<file path="config.mk">
export PLATFORM = sky130hd
export DESIGN_NAME = sw_stopwatch
export DESIGN_NICKNAME = d
export VERILOG_FILES = /design/src/rtl/sw_pkg.sv /design/src/rtl/sw_debounce.sv /design/src/rtl/sw_tick_gen.sv /design/src/rtl/sw_timer_core.sv /design/src/rtl/sw_scan.sv /design/src/rtl/sw_stopwatch.sv
export SDC_FILE = /design/constraint.sdc
export NUM_CORES = 1
export LEC_CHECK = 0
export ABC_AREA = 1
export BUFFER_PORTS_ARGS = -buffer_cell sky130_fd_sc_hd__buf_4
export CAP_MARGIN = 20
export CORE_ASPECT_RATIO = 1.2
export CORE_UTILIZATION = 50
export DETAILED_ROUTE_END_ITERATION = 6
export GPL_TIMING_DRIVEN = 1
export PLACE_DENSITY = 0.66
export SYNTH_ARGS = -nofsm -noshare
export SYNTH_HDL_FRONTEND = slang
export SYNTH_SLANG_ARGS = --single-unit
</file>
<file path="constraint.sdc">
create_clock -name clk -period 6.35 [get_ports clk]
set_clock_uncertainty 0.2 [all_clocks]
set_input_delay 1.27 -clock clk [delete_from_list [all_inputs] [get_ports clk]]
set_output_delay 1.27 -clock clk [all_outputs]
set_load 0.01 [all_outputs]
</file>
<file path="src/rtl/sw_pkg.sv">
package sw_pkg;

    typedef enum logic [1:0] {
        MODE_CLEAR = 2'd0,
        MODE_RUN   = 2'd1,
        MODE_HOLD  = 2'd2
    } sw_mode_e;

    typedef struct packed {
        logic [3:0] mins;
        logic [3:0] tens;
        logic [3:0] ones;
    } sw_time_t;

    localparam int       SEG_W     = 7;
    localparam sw_time_t TIME_ZERO = '{mins: 4'd0, tens: 4'd0, ones: 4'd0};
    localparam sw_time_t TIME_MAX  = '{mins: 4'd9, tens: 4'd5, ones: 4'd9};
    localparam logic [SEG_W-1:0] SEG_BLANK = '0;

    // One-second step in BCD, holding at the ceiling.
    function automatic sw_time_t time_step(sw_time_t t);
        sw_time_t n;
        n = t;
        if (t == TIME_MAX) begin
            n = t;
        end else if (t.ones != 4'd9) begin
            n.ones = t.ones + 4'd1;
        end else if (t.tens != 4'd5) begin
            n.ones = 4'd0;
            n.tens = t.tens + 4'd1;
        end else begin
            n.ones = 4'd0;
            n.tens = 4'd0;
            n.mins = t.mins + 4'd1;
        end
        return n;
    endfunction

    function automatic sw_mode_e mode_after_press(sw_mode_e m);
        case (m)
            MODE_CLEAR: return MODE_RUN;
            MODE_RUN:   return MODE_HOLD;
            default:    return MODE_CLEAR;
        endcase
    endfunction

    // Segment bit 0 = a ... bit 6 = g, high lights the segment.
    function automatic logic [SEG_W-1:0] seg_of(logic [3:0] d);
        case (d)
            4'd0:    return 7'h3F;
            4'd1:    return 7'h06;
            4'd2:    return 7'h5B;
            4'd3:    return 7'h4F;
            4'd4:    return 7'h66;
            4'd5:    return 7'h6D;
            4'd6:    return 7'h7D;
            4'd7:    return 7'h07;
            4'd8:    return 7'h7F;
            4'd9:    return 7'h6F;
            default: return SEG_BLANK;
        endcase
    endfunction

endpackage

</file>
<file path="src/rtl/sw_debounce.sv">
module sw_debounce #(
    parameter int STABLE_CYCLES = 20000
) (
    input  logic clk,
    input  logic rst,
    input  logic raw,
    output logic press
);
    localparam int CW = $clog2(STABLE_CYCLES + 1);
    localparam logic [CW-1:0] CNT_LAST = CW'(STABLE_CYCLES - 1);

    logic          sync_a, sync_b;
    logic          level;
    logic [CW-1:0] cnt;

    always_ff @(posedge clk) begin
        if (rst) begin
            sync_a <= 1'b0;
            sync_b <= 1'b0;
            level  <= 1'b0;
            cnt    <= '0;
            press  <= 1'b0;
        end else begin
            sync_a <= raw;
            sync_b <= sync_a;
            press  <= 1'b0;
            if (sync_b == level) begin
                cnt <= '0;
            end else if (cnt == CNT_LAST) begin
                cnt   <= '0;
                level <= sync_b;
                press <= sync_b;
            end else begin
                cnt <= cnt + 1'b1;
            end
        end
    end

    p_single_pulse_r7: assert property (@(posedge clk) disable iff (rst)
        press |=> !press);
    p_press_on_rise_r7: assert property (@(posedge clk) disable iff (rst)
        press |-> (level && !$past(level)));

endmodule

</file>
<file path="src/rtl/sw_tick_gen.sv">
module sw_tick_gen #(
    parameter int PERIOD = 1000000
) (
    input  logic clk,
    input  logic rst,
    input  logic clr,
    output logic tick
);
    localparam int CW = $clog2(PERIOD + 1);
    localparam logic [CW-1:0] CNT_LAST = CW'(PERIOD - 1);

    logic [CW-1:0] cnt;

    always_ff @(posedge clk) begin
        if (rst || clr) begin
            cnt  <= '0;
            tick <= 1'b0;
        end else if (cnt == CNT_LAST) begin
            cnt  <= '0;
            tick <= 1'b1;
        end else begin
            cnt  <= cnt + 1'b1;
            tick <= 1'b0;
        end
    end

    generate
        if (PERIOD > 1) begin : g_gap
            p_tick_gap_r10: assert property (@(posedge clk) disable iff (rst)
                tick |=> !tick);
        end
    endgenerate

endmodule

</file>
<file path="src/rtl/sw_timer_core.sv">
module sw_timer_core
    import sw_pkg::*;
(
    input  logic     clk,
    input  logic     rst,
    input  logic     press,
    input  logic     tick,
    output sw_mode_e mode,
    output sw_time_t now
);
    always_ff @(posedge clk) begin
        if (rst) begin
            mode <= MODE_CLEAR;
            now  <= TIME_ZERO;
        end else if (press) begin
            mode <= mode_after_press(mode);
            if (mode == MODE_HOLD) begin
                now <= TIME_ZERO;
            end
        end else if (mode == MODE_RUN && tick) begin
            now <= time_step(now);
        end
    end

    p_start_r2: assert property (@(posedge clk) disable iff (rst)
        (press && mode == MODE_CLEAR) |=> mode == MODE_RUN);
    p_frozen_r3: assert property (@(posedge clk) disable iff (rst)
        (mode == MODE_HOLD && !press) |=> $stable(now));
    p_clear_zero_r4: assert property (@(posedge clk) disable iff (rst)
        (mode == MODE_CLEAR) |-> now == TIME_ZERO);
    p_bcd_range_r5: assert property (@(posedge clk) disable iff (rst)
        now.ones <= 4'd9 && now.tens <= 4'd5 && now.mins <= 4'd9);
    p_saturate_r6: assert property (@(posedge clk) disable iff (rst)
        (mode == MODE_RUN && now == TIME_MAX && !press) |=> now == TIME_MAX);

endmodule

</file>
<file path="src/rtl/sw_scan.sv">
module sw_scan
    import sw_pkg::*;
#(
    parameter int NUM_DIGITS = 6,
    parameter int DWELL      = 1000
) (
    input  logic                  clk,
    input  logic                  rst,
    input  sw_time_t              now,
    output logic [NUM_DIGITS-1:0] digit_sel,
    output logic [SEG_W-1:0]      seg
);
    localparam int IW = $clog2(NUM_DIGITS);
    localparam int DW = $clog2(DWELL + 1);
    localparam logic [IW-1:0] IDX_LAST   = IW'(NUM_DIGITS - 1);
    localparam logic [DW-1:0] DWELL_LAST = DW'(DWELL - 1);

    logic [IW-1:0]    idx;
    logic [DW-1:0]    dwell;
    logic [SEG_W-1:0] pos_seg [NUM_DIGITS];

    always_ff @(posedge clk) begin
        if (rst) begin
            idx   <= '0;
            dwell <= '0;
        end else if (dwell == DWELL_LAST) begin
            dwell <= '0;
            idx   <= (idx == IDX_LAST) ? '0 : idx + 1'b1;
        end else begin
            dwell <= dwell + 1'b1;
        end
    end

    // Rightmost three positions carry M, S, S; the rest stay dark.
    generate
        for (genvar p = 0; p < NUM_DIGITS; p++) begin : g_pos
            if (p == NUM_DIGITS - 3) begin : g_min
                assign pos_seg[p] = seg_of(now.mins);
            end else if (p == NUM_DIGITS - 2) begin : g_tens
                assign pos_seg[p] = seg_of(now.tens);
            end else if (p == NUM_DIGITS - 1) begin : g_ones
                assign pos_seg[p] = seg_of(now.ones);
            end else begin : g_blank
                assign pos_seg[p] = SEG_BLANK;
            end
        end
    endgenerate

    always_comb begin
        digit_sel = '0;
        digit_sel[IW'(NUM_DIGITS - 1) - idx] = 1'b1;
        seg = pos_seg[idx];
    end

    p_onehot_r8: assert property (@(posedge clk) disable iff (rst)
        $countones(digit_sel) == 1);
    p_dwell_r8: assert property (@(posedge clk) disable iff (rst)
        (dwell != DWELL_LAST) |=> $stable(digit_sel));

endmodule

</file>
<file path="src/rtl/sw_stopwatch.sv">
module sw_stopwatch
    import sw_pkg::*;
#(
    parameter int DEBOUNCE_CYCLES = 20000,
    parameter int TICK_CYCLES     = 1000000,
    parameter int SCAN_CYCLES     = 1000,
    parameter int NUM_DIGITS      = 6
) (
    input  logic                  clk,
    input  logic                  rst,
    input  logic                  btn,
    output logic [NUM_DIGITS-1:0] digit_sel,
    output logic [6:0]            seg
);
    logic     press;
    logic     tick;
    sw_mode_e mode;
    sw_time_t now;

    sw_debounce #(.STABLE_CYCLES(DEBOUNCE_CYCLES)) i_debounce (
        .clk   (clk),
        .rst   (rst),
        .raw   (btn),
        .press (press)
    );

    sw_tick_gen #(.PERIOD(TICK_CYCLES)) i_tick (
        .clk  (clk),
        .rst  (rst),
        .clr  (mode != MODE_RUN),
        .tick (tick)
    );

    sw_timer_core i_core (
        .clk   (clk),
        .rst   (rst),
        .press (press),
        .tick  (tick),
        .mode  (mode),
        .now   (now)
    );

    sw_scan #(.NUM_DIGITS(NUM_DIGITS), .DWELL(SCAN_CYCLES)) i_scan (
        .clk       (clk),
        .rst       (rst),
        .now       (now),
        .digit_sel (digit_sel),
        .seg       (seg)
    );

endmodule

</file>
Word level (Yosys, flattened, before mapping)
Memory sizes are Yosys's and may differ from the RTL's. A register that Yosys moved wholly into a read port is not among the register bits.
Cells that the tools add are included.

word-level totals
  flip-flop bits (word level) = 67
  latch bits = 0
  RAM bits = 0
  ROM bits = 336
  word-level logic and storage cells = 80
  memories = 3

memories
  name              words  bits a word  rd ports  clocked after Yosys merged registers in  wr ports  RTL line      source
  (name not given)  16     7            1         1                                        0         sw_pkg.sv:49  case (d)
  (name not given)  16     7            1         1                                        0         sw_pkg.sv:49
  (name not given)  16     7            1         1                                        0         sw_pkg.sv:49

cells by class
  add/sub/neg operators = 8
  multipliers = 0
  divide/modulo/power cells = 0
  $lt $le $gt $ge = 3
  equal/unequal tests = 15
  shift-type cells = 0
  mux-type cells = 22
  bitwise logic cells = 3
  reductions and logical operators = 13

operators by type and width
  cell                   number
  $mux 12                4
  $mux 4                 8
  $bmux 7 s3             1
  $add 20x1->20 const B  1
  $eq 20x20->1 const B   1
  $mux 8                 2
  $add 15x1->15 const B  1
  $eq 15x15->1 const B   1
  $mux 7                 2
  $add 4x1->4 const B    3
  $eq 12x12->1 const B   1
  $add 10x1->10 const B  1
  $eq 10x10->1 const B   1
  $ne 2x2->1 const B     3
  $reduce_or 3->1        2
  $reduce_and 5->1       1
  $ge 4x4->1 const B     1
  $lt 3x4->1 const B     1
  $ne 2x1->1 const B     2
  $ne 4x3->1 const B     1
  $ne 4x4->1 const B     1
  $not 3->4              1
  $pmux 2 s2             1
  $reduce_and 4->1       1
  other kinds (18)       22

Logic depth before layout (Yosys ltp)
  word-level depth = 8
  depth in mapped cells = 17
  mapped depth without buffers = 17

By module
From an unflattened synthesis, not the netlist that was laid out.

second synthesis, totals
  cell total of the unflattened synthesis = 644
  area, all modules = 4265.3 um^2

by module, submodules not included
  module         times used  cells each  area an instance (um^2)
  sw_scan        1           219         1316.3
  sw_tick_gen    1           173         1207.4
  sw_timer_core  1           132         882.1
  sw_debounce    1           118         852.1
  sw_stopwatch   1           2           7.5

Least setup slack after synthesis
Ideal clock, no wire load.

  path type = input to register
  from = input rst
  to = register, netlist name i_scan.pos_seg[8]
  setup time = 115 ps
  data arrival time = 2775 ps
  required time = 6035 ps
  path slack = 3260 ps
  stages on the path = 11
  path buffers = 3
  cells stage by stage = buf_2 inv_1 buf_4 clkbuf_1 nand2_1 inv_1 ha_1 inv_1 nand3_1 nand2_1 nand2_1

on the way
  cells in the longest elaborated chain, start to end = 1

RTL lines
  what              RTL line            source
  from (decl)       sw_stopwatch.sv:10  input logic rst,
  $mux 4 (no line)  --

Every way passes these cells.
A chain may end at the register's enable or synchronous reset.

Final worst setup path
  from = register i_scan.idx[0]
  to = output seg[6]

on the way
  cells in the longest elaborated chain, start to end = 4

RTL lines
  what                                        RTL line            source
  from (decl)                                 sw_scan.sv:18       logic [IW-1:0] idx;
  from (signal assigned)                      sw_scan.sv:28       idx <= (idx == IDX_LAST) ? '0 : idx + 1'b1;
  $not 3->4 (implied by the code)             sw_scan.sv:52       seg = pos_seg[idx];
  $bmux 7 s3                                  sw_scan.sv:52
  $mux 7 (implied by the code) (2 in series)  sw_scan.sv:52
  to (decl)                                   sw_stopwatch.sv:13  output logic [6:0] seg

Every way passes these cells. The select of a mux whose other input is x is not followed.

==> implementation parameters <==
Parameter                              Value

Clock tree
  Number of buffers created by CTS ... 9
  Post-CTS setup buffer count ... 0
  Clock root buffer ... sky130_fd_sc_hd__clkbuf_8
  # hold bufs at CTS ... 0
  Number of buffers between clock root and the deepest sink ... 2
  Gates resized, CTS repair ... 0
  Clock transition at path regs ... 0.08 ns
  H-tree Lvls ... 3
  Clk_lat worst skew ... 0.36 ns
  Clock tree from TritonCTS ... built
  Clk sinks ... 88

STA
  Pins over their slew limit ... 0
  Worst slew pin tran ... 0.907 ns
  Min cycle time layout ... 3.48 ns
  RSZ-0062 raised after global routing ... no
  Hold Violations, Final ... 0
  Worst rel slew slack ... 39.0%
  Fraction of the cycle the final worst path needs ... 54.8%
  Total negative setup slack ... 0 ns
  Achievable frequency ... 287 MHz
  Total setup violations reported at the end of the flow ... 0
  Slack of the critical path ... 2.87 ns
  Worst slack on hold paths ... 0.215 ns

Synth
  Number of distinct standard cells referenced by the synthesized netlist ... 37
  Synth warnings ... 0
  Mean instance size in the synthesized netlist ... 7.22 sq um
  Sequential area share after synthesis ... 37.4%
  Number of synthesized flops with an enable pin ... 0
  Share of flip-flops with an asynchronous set or reset after synthesis ... 0%
  Cell count after synthesis ... 652
  Commonest register cell after synthesis ... sky130_fd_sc_hd__dfxtp_1
  Cells taking the most area after synthesis ... sky130_fd_sc_hd__dfxtp_1 (37%), sky130_fd_sc_hd__nand2_1 (14%), sky130_fd_sc_hd__ha_1 (7.4%)
  Register bit total from synthesis ... 88
  Cell type with the largest total area after synthesis ... sky130_fd_sc_hd__dfxtp_1
  Post-synth design cell area ... 0.00471 sq mm
  Commonest cells in the synthesized netlist ... sky130_fd_sc_hd__nand2_1 (172), sky130_fd_sc_hd__inv_1 (93), sky130_fd_sc_hd__dfxtp_1 (88)
  Most frequently used cell type in the post-synthesis netlist ... sky130_fd_sc_hd__nand2_1
  Share of the synthesized area in the top cell type ... 37.4%
  Syn nets ... 683

Placement
  Port Buffers ... 15
  Total placed cells including tap cells ... 779
  GPL Wtd Cong ... 0.797
  Placement Setup Slack ... 3.02 ns
  Detailed placement HPWL ... 6650 um
  Post-DP Area ... 0.00493 sq mm

Outcome
  Run status ... completed

Floorplanning
  Die boundary height ... 108 um
  Core Area ... 0.00908 sq mm
  Floorplan die width ... 90.6 um
  Die area ... 0.00981 sq mm
  Site row count ... 38
  Boundary Pins ... 16
  Initial standard-cell utilization of the core ... 51.8%

Power and ir drop
  Portion of total power attributed to the clock network ... 44.6%
  Total power after layout ... 1.03 mW
  Cell Int Power ... 828 uW
  Power spent charging and discharging nets ... 198 uW
  Maximum vdd drop ... 0.0000948 V
  Switching fraction of total power ... 19.3%
  Power density of the placed cells ... 199 mW/mm^2
  Logic gate share of total power ... 1.3%
  Leakage power summed over all cells ... 2.26 nW
  Sequential cell fraction of total power ... 54.1%

Setup path
  Kind of capture point of the worst setup path ... primary output
  Crit path launch type ... flip-flop
  Crit-path max cell delay ... 0.74 ns
  Cell at the slowest stage of the critical path ... sky130_fd_sc_hd__nor3_1
  Required time at the endpoint of the critical path ... 4.88 ns
  Worst-path cell chain ... inv_1, nor3_1, nand2_1, nand3_1, buf_4
  Data arrival time of the worst path ... 2.01 ns
  Category of the most critical setup path ... reg2out
  Highest net fanout along the worst path ... 8

GRT
  Vias in the first global route ... 3658
  Antenna violations before repair ... 0
  Pin count of the biggest net entering global routing ... 25
  First-pass GRT wire length ... 15200 um
  Leftover overflow at the end of global routing ... 0
  GRT Resource Usage Total ... 19.1%

Route
  Vias per Instance ... 4.98
  Via Count ... 3951
  Final WL ... 8750 um
  Total iterations of the first detailed-routing run ... 4
  Wire length per cell ... 11.0 um
  DRC violations left ... 0
  Detailed router's first-iteration violation count ... 113
  Detail Route Antenna Nets ... 0

Layout
  Finished Core Util ... 56.8%
  Antenna diode count ... 0
  Area delta synth->final ... 9.68%
  Layout cells sized above 1 ... 10.8%
  Layout Cell Area excl Fill ... 0.00516 sq mm
  Final instance count without filler cells ... 794
  Number of nets in the layout ... 701

Min path
  HP Class ... reg2reg

Job
  Number of violations of the max-capacitance limit ... 0
[final timing paths]
check	startpoint	end	slack, ns	cells after the start
worst max-delay path	i_scan.idx[0]	seg[6]	2.87	5
worst min-delay path	i_debounce.sync_a	i_debounce.sync_b	0.22	2
worst max register to register	i_core.now[0]	i_scan.pos_seg[17]	3.63	14
worst min register to register	i_debounce.sync_a	i_debounce.sync_b	0.22	2
[layer usage]
metal  part of all wire (%)  track usage (%)  vias up
met5                      0                0        -
met1                     47             21.8     1773
met4                    2.3             9.79        0
li1                       -                -     2122
met2                     48             34.1       42
met3                    2.1             3.59       14
[flip-flops by register name (all words and copies together) (netlist names), 2 cells and up]
| name | count |
|---|---|
| i_tick.cnt | 20 |
| i_debounce.cnt | 15 |
| i_scan.pos_seg | 21 |
| i_scan.idx | 3 |
| i_core.now | 12 |
| i_scan.dwell | 10 |
| i_core.mode | 2 |
[cell families after synthesis]
family	count (synthesis)	synth area share, %
and+or+nand+nor	377	39.2
AOI/OAI and AO/OA	42	5.34
DFF	88	37.4
xor gates and xnor gates	8	1.49
buffers and inverters	109	9.14
adders and majority gates	28	7.44
[power groups by stage]
stage	clock [mW]	combinational, mW	sequential (mW)
finish	0.457	0.0131	0.555
global route	0.492	0.0149	0.556
CTS	0.472	0.0132	0.555
detailed placement	0	0.0132	0.568
global placement	0	0.0129	0.568
floorplan	0	0.0104	0.568
[worst max-delay path, delay by kind of cell (launching register included)]
kind | cells | cell delay [ns]
and+or+nand+nor | 3 | 0.99
DFF | 1 | 0.41
buffers and inverters | 2 | 0.25
[cell type report]
class / instances / area, sq um
Multi-Input combinational cell: 455 / 2510
Tap cell: 120 / 150
Clock inverter: 3 / 90.1
Timing Repair Buffer: 16 / 120
Clock buffer: 12 / 145
Sequential cell: 88 / 1760
Inverter: 100 / 380
Fill cell: 866 / 3920
[cell usage in the layout, fill, tap and decap left out, types with 8 or more instances in the layout]
master                       n
sky130_fd_sc_hd__dfxtp_1    88
sky130_fd_sc_hd__nand3_1    52
sky130_fd_sc_hd__nor2_1     53
sky130_fd_sc_hd__nor3_1     27
sky130_fd_sc_hd__nor3b_1    10
sky130_fd_sc_hd__ha_1       28
sky130_fd_sc_hd__clkbuf_8   10
sky130_fd_sc_hd__o21ai_0     9
sky130_fd_sc_hd__nand4_1    17
sky130_fd_sc_hd__buf_4      16
sky130_fd_sc_hd__xor2_1      8
sky130_fd_sc_hd__a21oi_1    21
sky130_fd_sc_hd__nand2_1   172
sky130_fd_sc_hd__inv_1      93
(Power assumes the default switching activity.)
